--- src/rtl/mdio_mgmt_pkg.sv ---
package mdio_mgmt_pkg;

    parameter int DATA_W     = 16;
    parameter int PHYAD_W    = 5;
    parameter int REGAD_W    = 5;
    parameter int PRE_BITS   = 32;
    parameter int FRAME_BITS = PRE_BITS + 2 + 2 + PHYAD_W + REGAD_W + 2 + DATA_W;
    parameter int TA_START   = FRAME_BITS - DATA_W - 2;
    parameter int DATA_START = FRAME_BITS - DATA_W;

    parameter int CTL_DONE_BIT = 15;
    parameter int CTL_WR_BIT   = 14;
    parameter int CTL_PHY_LSB  = 8;
    parameter int CTL_REG_LSB  = 0;

    typedef struct packed {
        logic               wr;
        logic [PHYAD_W-1:0] phy;
        logic [REGAD_W-1:0] regad;
    } mgmt_cmd_t;

endpackage

--- src/rtl/mdio_mdc_div.sv ---
module mdio_mdc_div #(
    parameter int DIV_W = 8
) (
    input  logic             clk,
    input  logic             rst_n,
    input  logic             run,
    input  logic [DIV_W-1:0] half_period,
    output logic             mdc,
    output logic             rise_tick,
    output logic             fall_tick
);

    typedef struct packed {
        logic [DIV_W-1:0] cnt;
        logic             mdc;
    } div_state_t;

    div_state_t st_d, st_q;
    logic [DIV_W-1:0] limit;
    logic             term;

    always_comb begin
        limit = (half_period == '0) ? DIV_W'(1) : half_period;
        term  = run && (st_q.cnt == limit - DIV_W'(1));
        st_d  = st_q;
        if (!run) begin
            st_d.cnt = '0;
            st_d.mdc = 1'b0;
        end else if (term) begin
            st_d.cnt = '0;
            st_d.mdc = ~st_q.mdc;
        end else begin
            st_d.cnt = st_q.cnt + DIV_W'(1);
        end
    end

    always_ff @(posedge clk or negedge rst_n) begin
        if (!rst_n) st_q <= '0;
        else        st_q <= st_d;
    end

    assign mdc       = st_q.mdc;
    assign rise_tick = term && !st_q.mdc;
    assign fall_tick = term && st_q.mdc;

endmodule

--- src/rtl/mdio_frame_shift.sv ---
module mdio_frame_shift
    import mdio_mgmt_pkg::*;
(
    input  logic                  clk,
    input  logic                  rst_n,
    input  logic                  load,
    input  logic [FRAME_BITS-1:0] load_frame,
    input  logic                  load_is_read,
    input  logic                  rise_tick,
    input  logic                  fall_tick,
    input  logic                  mdio_in,
    output logic                  mdio_out,
    output logic                  mdio_oe,
    output logic [DATA_W-1:0]     rx_data,
    output logic                  frame_end
);

    localparam int CNT_W = $clog2(FRAME_BITS);
    localparam logic [CNT_W-1:0] LAST_IDX  = CNT_W'(FRAME_BITS - 1);
    localparam logic [CNT_W-1:0] TA_IDX    = CNT_W'(TA_START);
    localparam logic [CNT_W-1:0] DATA_IDX  = CNT_W'(DATA_START);

    typedef struct packed {
        logic [FRAME_BITS-1:0] sh;
        logic [CNT_W-1:0]      cnt;
        logic                  rd;
        logic                  oe;
        logic                  active;
        logic [DATA_W-1:0]     rx;
    } shift_state_t;

    shift_state_t st_d, st_q;
    logic         last_bit;
    logic [CNT_W-1:0] next_cnt;

    always_comb begin
        st_d     = st_q;
        last_bit = st_q.active && (st_q.cnt == LAST_IDX);
        next_cnt = st_q.cnt + CNT_W'(1);
        if (load) begin
            st_d.sh     = load_frame;
            st_d.cnt    = '0;
            st_d.rd     = load_is_read;
            st_d.oe     = 1'b1;
            st_d.active = 1'b1;
        end else if (st_q.active) begin
            if (rise_tick && st_q.rd && (st_q.cnt >= DATA_IDX)) begin
                st_d.rx = {st_q.rx[DATA_W-2:0], mdio_in};
            end
            if (fall_tick) begin
                if (last_bit) begin
                    st_d.active = 1'b0;
                    st_d.oe     = 1'b0;
                end else begin
                    st_d.cnt = next_cnt;
                    st_d.sh  = {st_q.sh[FRAME_BITS-2:0], 1'b1};
                    if (st_q.rd && (next_cnt >= TA_IDX)) begin
                        st_d.oe = 1'b0;
                    end
                end
            end
        end
    end

    always_ff @(posedge clk or negedge rst_n) begin
        if (!rst_n) st_q <= '0;
        else        st_q <= st_d;
    end

    assign mdio_out  = st_q.sh[FRAME_BITS-1];
    assign mdio_oe   = st_q.oe;
    assign rx_data   = st_q.rx;
    assign frame_end = fall_tick && last_bit;

endmodule

--- src/rtl/mdio_mgmt_engine.sv ---
module mdio_mgmt_engine
    import mdio_mgmt_pkg::*;
#(
    parameter int DIV_W = 8
) (
    input  logic              clk,
    input  logic              rst_n,
    input  logic              cfg_we,
    input  logic              cfg_sel,
    input  logic [DATA_W-1:0] cfg_wdata,
    output logic [DATA_W-1:0] cfg_rdata,
    input  logic [DIV_W-1:0]  mdc_half_div,
    output logic              mdc,
    output logic              mdio_out,
    output logic              mdio_oe,
    input  logic              mdio_in
);

    typedef struct packed {
        mgmt_cmd_t         cmd;
        logic [DATA_W-1:0] data;
        logic              busy;
    } eng_state_t;

    eng_state_t st_d, st_q;

    logic                  ctl_wr;
    logic                  data_wr;
    logic                  accept;
    mgmt_cmd_t             new_cmd;
    logic [FRAME_BITS-1:0] frame;
    logic                  rise_tick;
    logic                  fall_tick;
    logic [DATA_W-1:0]     rx_data;
    logic                  frame_end;
    logic [DATA_W-1:0]     ctl_view;

    always_comb begin
        ctl_wr        = cfg_we && !cfg_sel;
        data_wr       = cfg_we && cfg_sel;
        accept        = ctl_wr && !st_q.busy;
        new_cmd.wr    = cfg_wdata[CTL_WR_BIT];
        new_cmd.phy   = cfg_wdata[CTL_PHY_LSB +: PHYAD_W];
        new_cmd.regad = cfg_wdata[CTL_REG_LSB +: REGAD_W];

        frame = {{PRE_BITS{1'b1}},
                 2'b01,
                 new_cmd.wr ? 2'b01 : 2'b10,
                 new_cmd.phy,
                 new_cmd.regad,
                 2'b10,
                 new_cmd.wr ? st_q.data : {DATA_W{1'b1}}};

        st_d = st_q;
        if (accept) begin
            st_d.cmd  = new_cmd;
            st_d.busy = 1'b1;
        end
        if (data_wr) begin
            st_d.data = cfg_wdata;
        end
        if (frame_end) begin
            st_d.busy = 1'b0;
            if (!st_q.cmd.wr) begin
                st_d.data = rx_data;
            end
        end

        ctl_view = '0;
        ctl_view[CTL_DONE_BIT]               = !st_q.busy;
        ctl_view[CTL_WR_BIT]                 = st_q.cmd.wr;
        ctl_view[CTL_PHY_LSB +: PHYAD_W]     = st_q.cmd.phy;
        ctl_view[CTL_REG_LSB +: REGAD_W]     = st_q.cmd.regad;
        cfg_rdata = cfg_sel ? st_q.data : ctl_view;
    end

    always_ff @(posedge clk or negedge rst_n) begin
        if (!rst_n) st_q <= '0;
        else        st_q <= st_d;
    end

    mdio_mdc_div #(
        .DIV_W (DIV_W)
    ) u_div (
        .clk         (clk),
        .rst_n       (rst_n),
        .run         (st_q.busy),
        .half_period (mdc_half_div),
        .mdc         (mdc),
        .rise_tick   (rise_tick),
        .fall_tick   (fall_tick)
    );

    mdio_frame_shift u_shift (
        .clk          (clk),
        .rst_n        (rst_n),
        .load         (accept),
        .load_frame   (frame),
        .load_is_read (!new_cmd.wr),
        .rise_tick    (rise_tick),
        .fall_tick    (fall_tick),
        .mdio_in      (mdio_in),
        .mdio_out     (mdio_out),
        .mdio_oe      (mdio_oe),
        .rx_data      (rx_data),
        .frame_end    (frame_end)
    );

endmodule

--- config.mk ---
export PLATFORM = sky130hd
export DESIGN_NAME = mdio_mgmt_engine
export DESIGN_NICKNAME = d
export VERILOG_FILES = /design/src/rtl/mdio_mgmt_pkg.sv /design/src/rtl/mdio_mdc_div.sv /design/src/rtl/mdio_frame_shift.sv /design/src/rtl/mdio_mgmt_engine.sv
export SDC_FILE = /design/constraint.sdc
export NUM_CORES = 1
export LEC_CHECK = 0
export BUFFER_PORTS_ARGS = -buffer_cell sky130_fd_sc_hd__buf_4
export CAP_MARGIN = 20
export CORE_UTILIZATION = 30
export CTS_CLUSTER_DIAMETER = 30
export DETAILED_ROUTE_END_ITERATION = 8
export GPL_TIMING_DRIVEN = 0
export PLACE_DENSITY = 0.53
export SYNTH_ARGS = -nofsm -noshare
export SYNTH_HDL_FRONTEND = slang
export SYNTH_SLANG_ARGS = --single-unit
--- constraint.sdc ---
create_clock -name clk -period 2.35 [get_ports clk]
set_clock_uncertainty 0.15 [all_clocks]
set_input_delay 0.3525 -clock clk [delete_from_list [all_inputs] [get_ports clk]]
set_output_delay 0.3525 -clock clk [all_outputs]
set_load 0.1 [all_outputs]
==> results.py <==
metrics = {
    "logic_synthesis": {
        "yosys_warnings": 0,
        "synthCells": 569,
        "async_flop_share": 1.00,
        "syn_avg_cell_area_sq_um": 10.5,
        "ys_ff_latch": 126,
        "netlist_area_sq_mm": 0.00595,
        "syn_nets": 602,
        "seq_area_frac_synth": 0.530,
        "dominantRegCellSynth": "dfrtp_1",
        "ys_types": 49,
        "synth_edf_count": 0,
    },
    "timing": {
        "setup_viol": 107,
        "hold_viol": 0,
        "drv_slew": 0,
        "period_minus_slack_ns": 2.48,
        "worst-slew-pin-transition_ns": 0.654,
        "period_share": 1.06,
        "slew_headroom": 0.564,
        "layout_setup_ws_ns": -0.133,
        "max_freq_ghz": 0.403,
        "rsz0062_at_grt": "true",
        "fin_tns_setup_ns": -5.64,
    },
    "run_status": {
        "status": "finished with violations",
        "violations": "setup timing",
    },
    "floorplanning": {
        "design.die.area_sq_mm": 0.0204,
        "fp-row-count": 51,
        "core_sq_mm": 0.0195,
        "initial_utilization": 0.306,
        "io_pins": 48,
        "die_height_um": 143,
        "die_w_um": 143,
    },
    "clock_network": {
        "cts_tree": "yes",
        "clkTransAtPathRegs_ns": 0.07,
        "cts_buffers": 17,
        "cts-htree-levels": 4,
        "clk_root_buffer_cell": "clkbuf_16",
        "clk_latency_ns": 0.43,
        "cts.path.max_buffers": 2,
        "cts_sinks": 126,
    },
    "worst_hold_path": {
        "hold_start": "cfg_wdata[11]",
        "hold_path_depth": 3,
        "worstHoldEndpoint": "ctl_view[11]$_DFFE_PN0P_",
        "hold_path_class": "input pin to register",
    },
    "drt": {
        "drt_pass1_iterations": 4,
        "met3_length_um": 488,
        "drt_iter0_markers": 241,
        "drc": 0,
        "route.met2.wl_um": 7620,
        "drt-met1-wl_um": 6760,
        "top_layer": "met4",
        "vias": 4550,
        "routedWlPerCell_um": 15.8,
        "wirelength_um": 15000,
        "antenna_left": 0,
        "viasPerCell": 4.78,
    },
    "layout": {
        "n_antenna_cell": 0,
        "fin_nets": 706,
        "drive_gt1_frac": 0.395,
        "layout_common_cells": "dfrtp_1 (124), nand2_1 (94), buf_4 (55)",
        "fillers": 1851,
        "regArea_sq_mm": 0.00316,
        "syn2layout_area_growth_pct": 39.8,
        "post-route-util": 0.428,
        "layout_commonest_cell": "dfrtp_1",
        "multi_input_area_sq_mm": 0.00309,
    },
    "critical_path": {
        "setup.worst_path.start_class": "input pin",
        "reg2reg_to": "u_shift.rx_data[6]$_DFFE_PN0P_",
        "reg2reg_from": "u_div.st_q[3]$_DFF_PN0_",
        "required_ns": 2.51,
        "cp.arrival_ns": 2.64,
        "r2r_cells": 9,
        "critPathMaxFanout": 4,
        "r2r_setup_slack_ns": -0.07,
        "crit_type": "input pin to register",
        "endpoint_kind": "register",
    },
    "place": {
        "portBuffers": 46,
        "place_congestion": 0.804,
        "dpl.hpwl_um": 9700,
        "place_ws_ns": -1.04,
    },
    "grt": {
        "track_usage": 0.158,
        "grt_pass1_wl_um": 24300,
        "grt_pass1_vias": 4669,
        "grt_max_degree": 83,
        "grt_antenna_before_repair": 0,
        "grt.overflow.total": 0,
    },
    "power_and_ir_drop": {
        "vdd_ir_drop_max_uv": 468,
        "p_leak_nw": 3.58,
        "power_density_mw_per_mm2": 832,
    },
    "flow_run": {
        "drv_cap": 0,
    },
}
-- synth_stat cells, types with 2 or more instances --
library cell    n  area share
dfrtp_1       126        0.53
nand2_1       122       0.077
mux2_2         52       0.098
nand3_1        45       0.038
mux2i_1        26       0.044
a21oi_1        21       0.018
nor2_1         20       0.013
clkbuf_1       19       0.012
nor3b_1        15       0.019
o21ai_1        11      0.0093
inv_1           9      0.0057
xnor2_1         9       0.013
mux2_1          7       0.013
nor3_1          7      0.0059
xor2_1          7       0.010
and2_1          6      0.0063
buf_2           5      0.0042
buf_4           5      0.0063
nand2b_1        5      0.0053
ha_1            4      0.0084
o21ai_0         4      0.0034
a21o_1          3      0.0038
and3_1          3      0.0032
nand4_1         3      0.0032
nor4_1          3      0.0032
o211ai_1        3      0.0038
or3_1           3      0.0032
a31oi_1         2      0.0021
o2111ai_1       2      0.0029
o31ai_1         2      0.0025
or2_2           2      0.0021
-- metrics by stage --
| step | cells | cell area [sq um] | hold WS [ns] | power, mW |
|---|---|---|---|---|
| 2_1_floorplan | 569 | 6090 | -0.0931 | 3.72 |
| 3_3_place_gp | 880 | 6770 | 0.306 | 4.07 |
| 3_5_place_dp | 881 | 6800 | 0.162 | 4.11 |
| 4_1_cts | 943 | 8070 | 0.00695 | 6.88 |
| 5_1_grt | 951 | 8320 | 0.00706 | 7.24 |
| 6_report | 951 | 8320 | 0.00590 | 6.92 |
-- worst max-delay path: stages --
cell and delay (ns):
buf_8 0.10, nor4_4 0.33, a21oi_2 0.13, ha_4 0.23, xnor2_2 0.13, a21oi_2 0.11, and4_4 0.24, nand4_1 0.16
buf_4 0.19, buf_6 0.12, or2_4 0.26, o32a_1 0.28
-- worst max-delay path by stage --
stage / startpoint / to / slack (ns)
after floorplan: mdc_half_div[5] / u_shift.rx_data[10]$_DFFE_PN0P_ / -0.38
after global placement: mdc_half_div[5] / u_shift.rx_data[11]$_DFFE_PN0P_ / -1.0
after detailed placement: mdc_half_div[5] / u_shift.rx_data[7]$_DFFE_PN0P_ / -1.04
after CTS: mdc_half_div[2] / u_shift.st_q[50]$_DFFE_PN0P_ / -0.20
after global routing: mdc_half_div[5] / u_shift.st_q[19]$_DFFE_PN0P_ / -0.23
final: mdc_half_div[5] / u_shift.mdio_oe$_DFFE_PN0P_ / -0.13
-- logic make-up after synthesis --
kind of cell               Yosys count  synth area share
AOI/OAI and AO/OA                   55            0.0570
buffers and inverters               40            0.0307
muxes                               85             0.155
DFF                                126             0.530
xor gates and xnor gates            16            0.0236
adders and majority gates            5            0.0101
and+or+nand+nor                    242             0.193
-- area by class of cell --
cell class                 count  share of cell area
inverter                       9             0.00406
tap                          265              0.0398
clock inverter                15              0.0211
clock buffer                  17              0.0511
multi-input combinational    403               0.372
timing repair buffer          86               0.102
buffer                        30              0.0314
sequential                   126               0.379
-- power breakdown --
group | leakage [nW] | internal (mW) | total, mW | switching, mW
logic | 1.86 | 0.570 | 1.49 | 0.923
registers | 1.43 | 2.49 | 2.76 | 0.267
clock network | 0.286 | 1.60 | 2.67 | 1.07
total | 3.58 | 4.66 | 6.92 | 2.26
-- per-layer routing --
metal / vias to the layer above / GRT usage
met3: 13 / 0.0295
met2: 75 / 0.270
li1: 2180 / -
met5: - / 0
met4: 0 / 0.0560
met1: 2282 / 0.199
-- registers in the layout (all words and copies together), names as in the netlist --
name / count
st_q: 17
u_shift.mdio_out: 1
u_shift.rx_data: 16
u_div.mdc: 1
u_shift.mdio_oe: 1
u_shift.st_q: 71
u_div.st_q: 8
ctl_view: 11
-- what timing repair did --
action,4_1_cts,5_1_grt
setup endpoints to repair,122,127
buffers inserted,16,9
hold buffers,7,0
pin swaps,20,19
endpoints found under the hold margin,50,0
cloned,8,0
gates resized for setup,91,55
(Power assumes the default switching activity.)
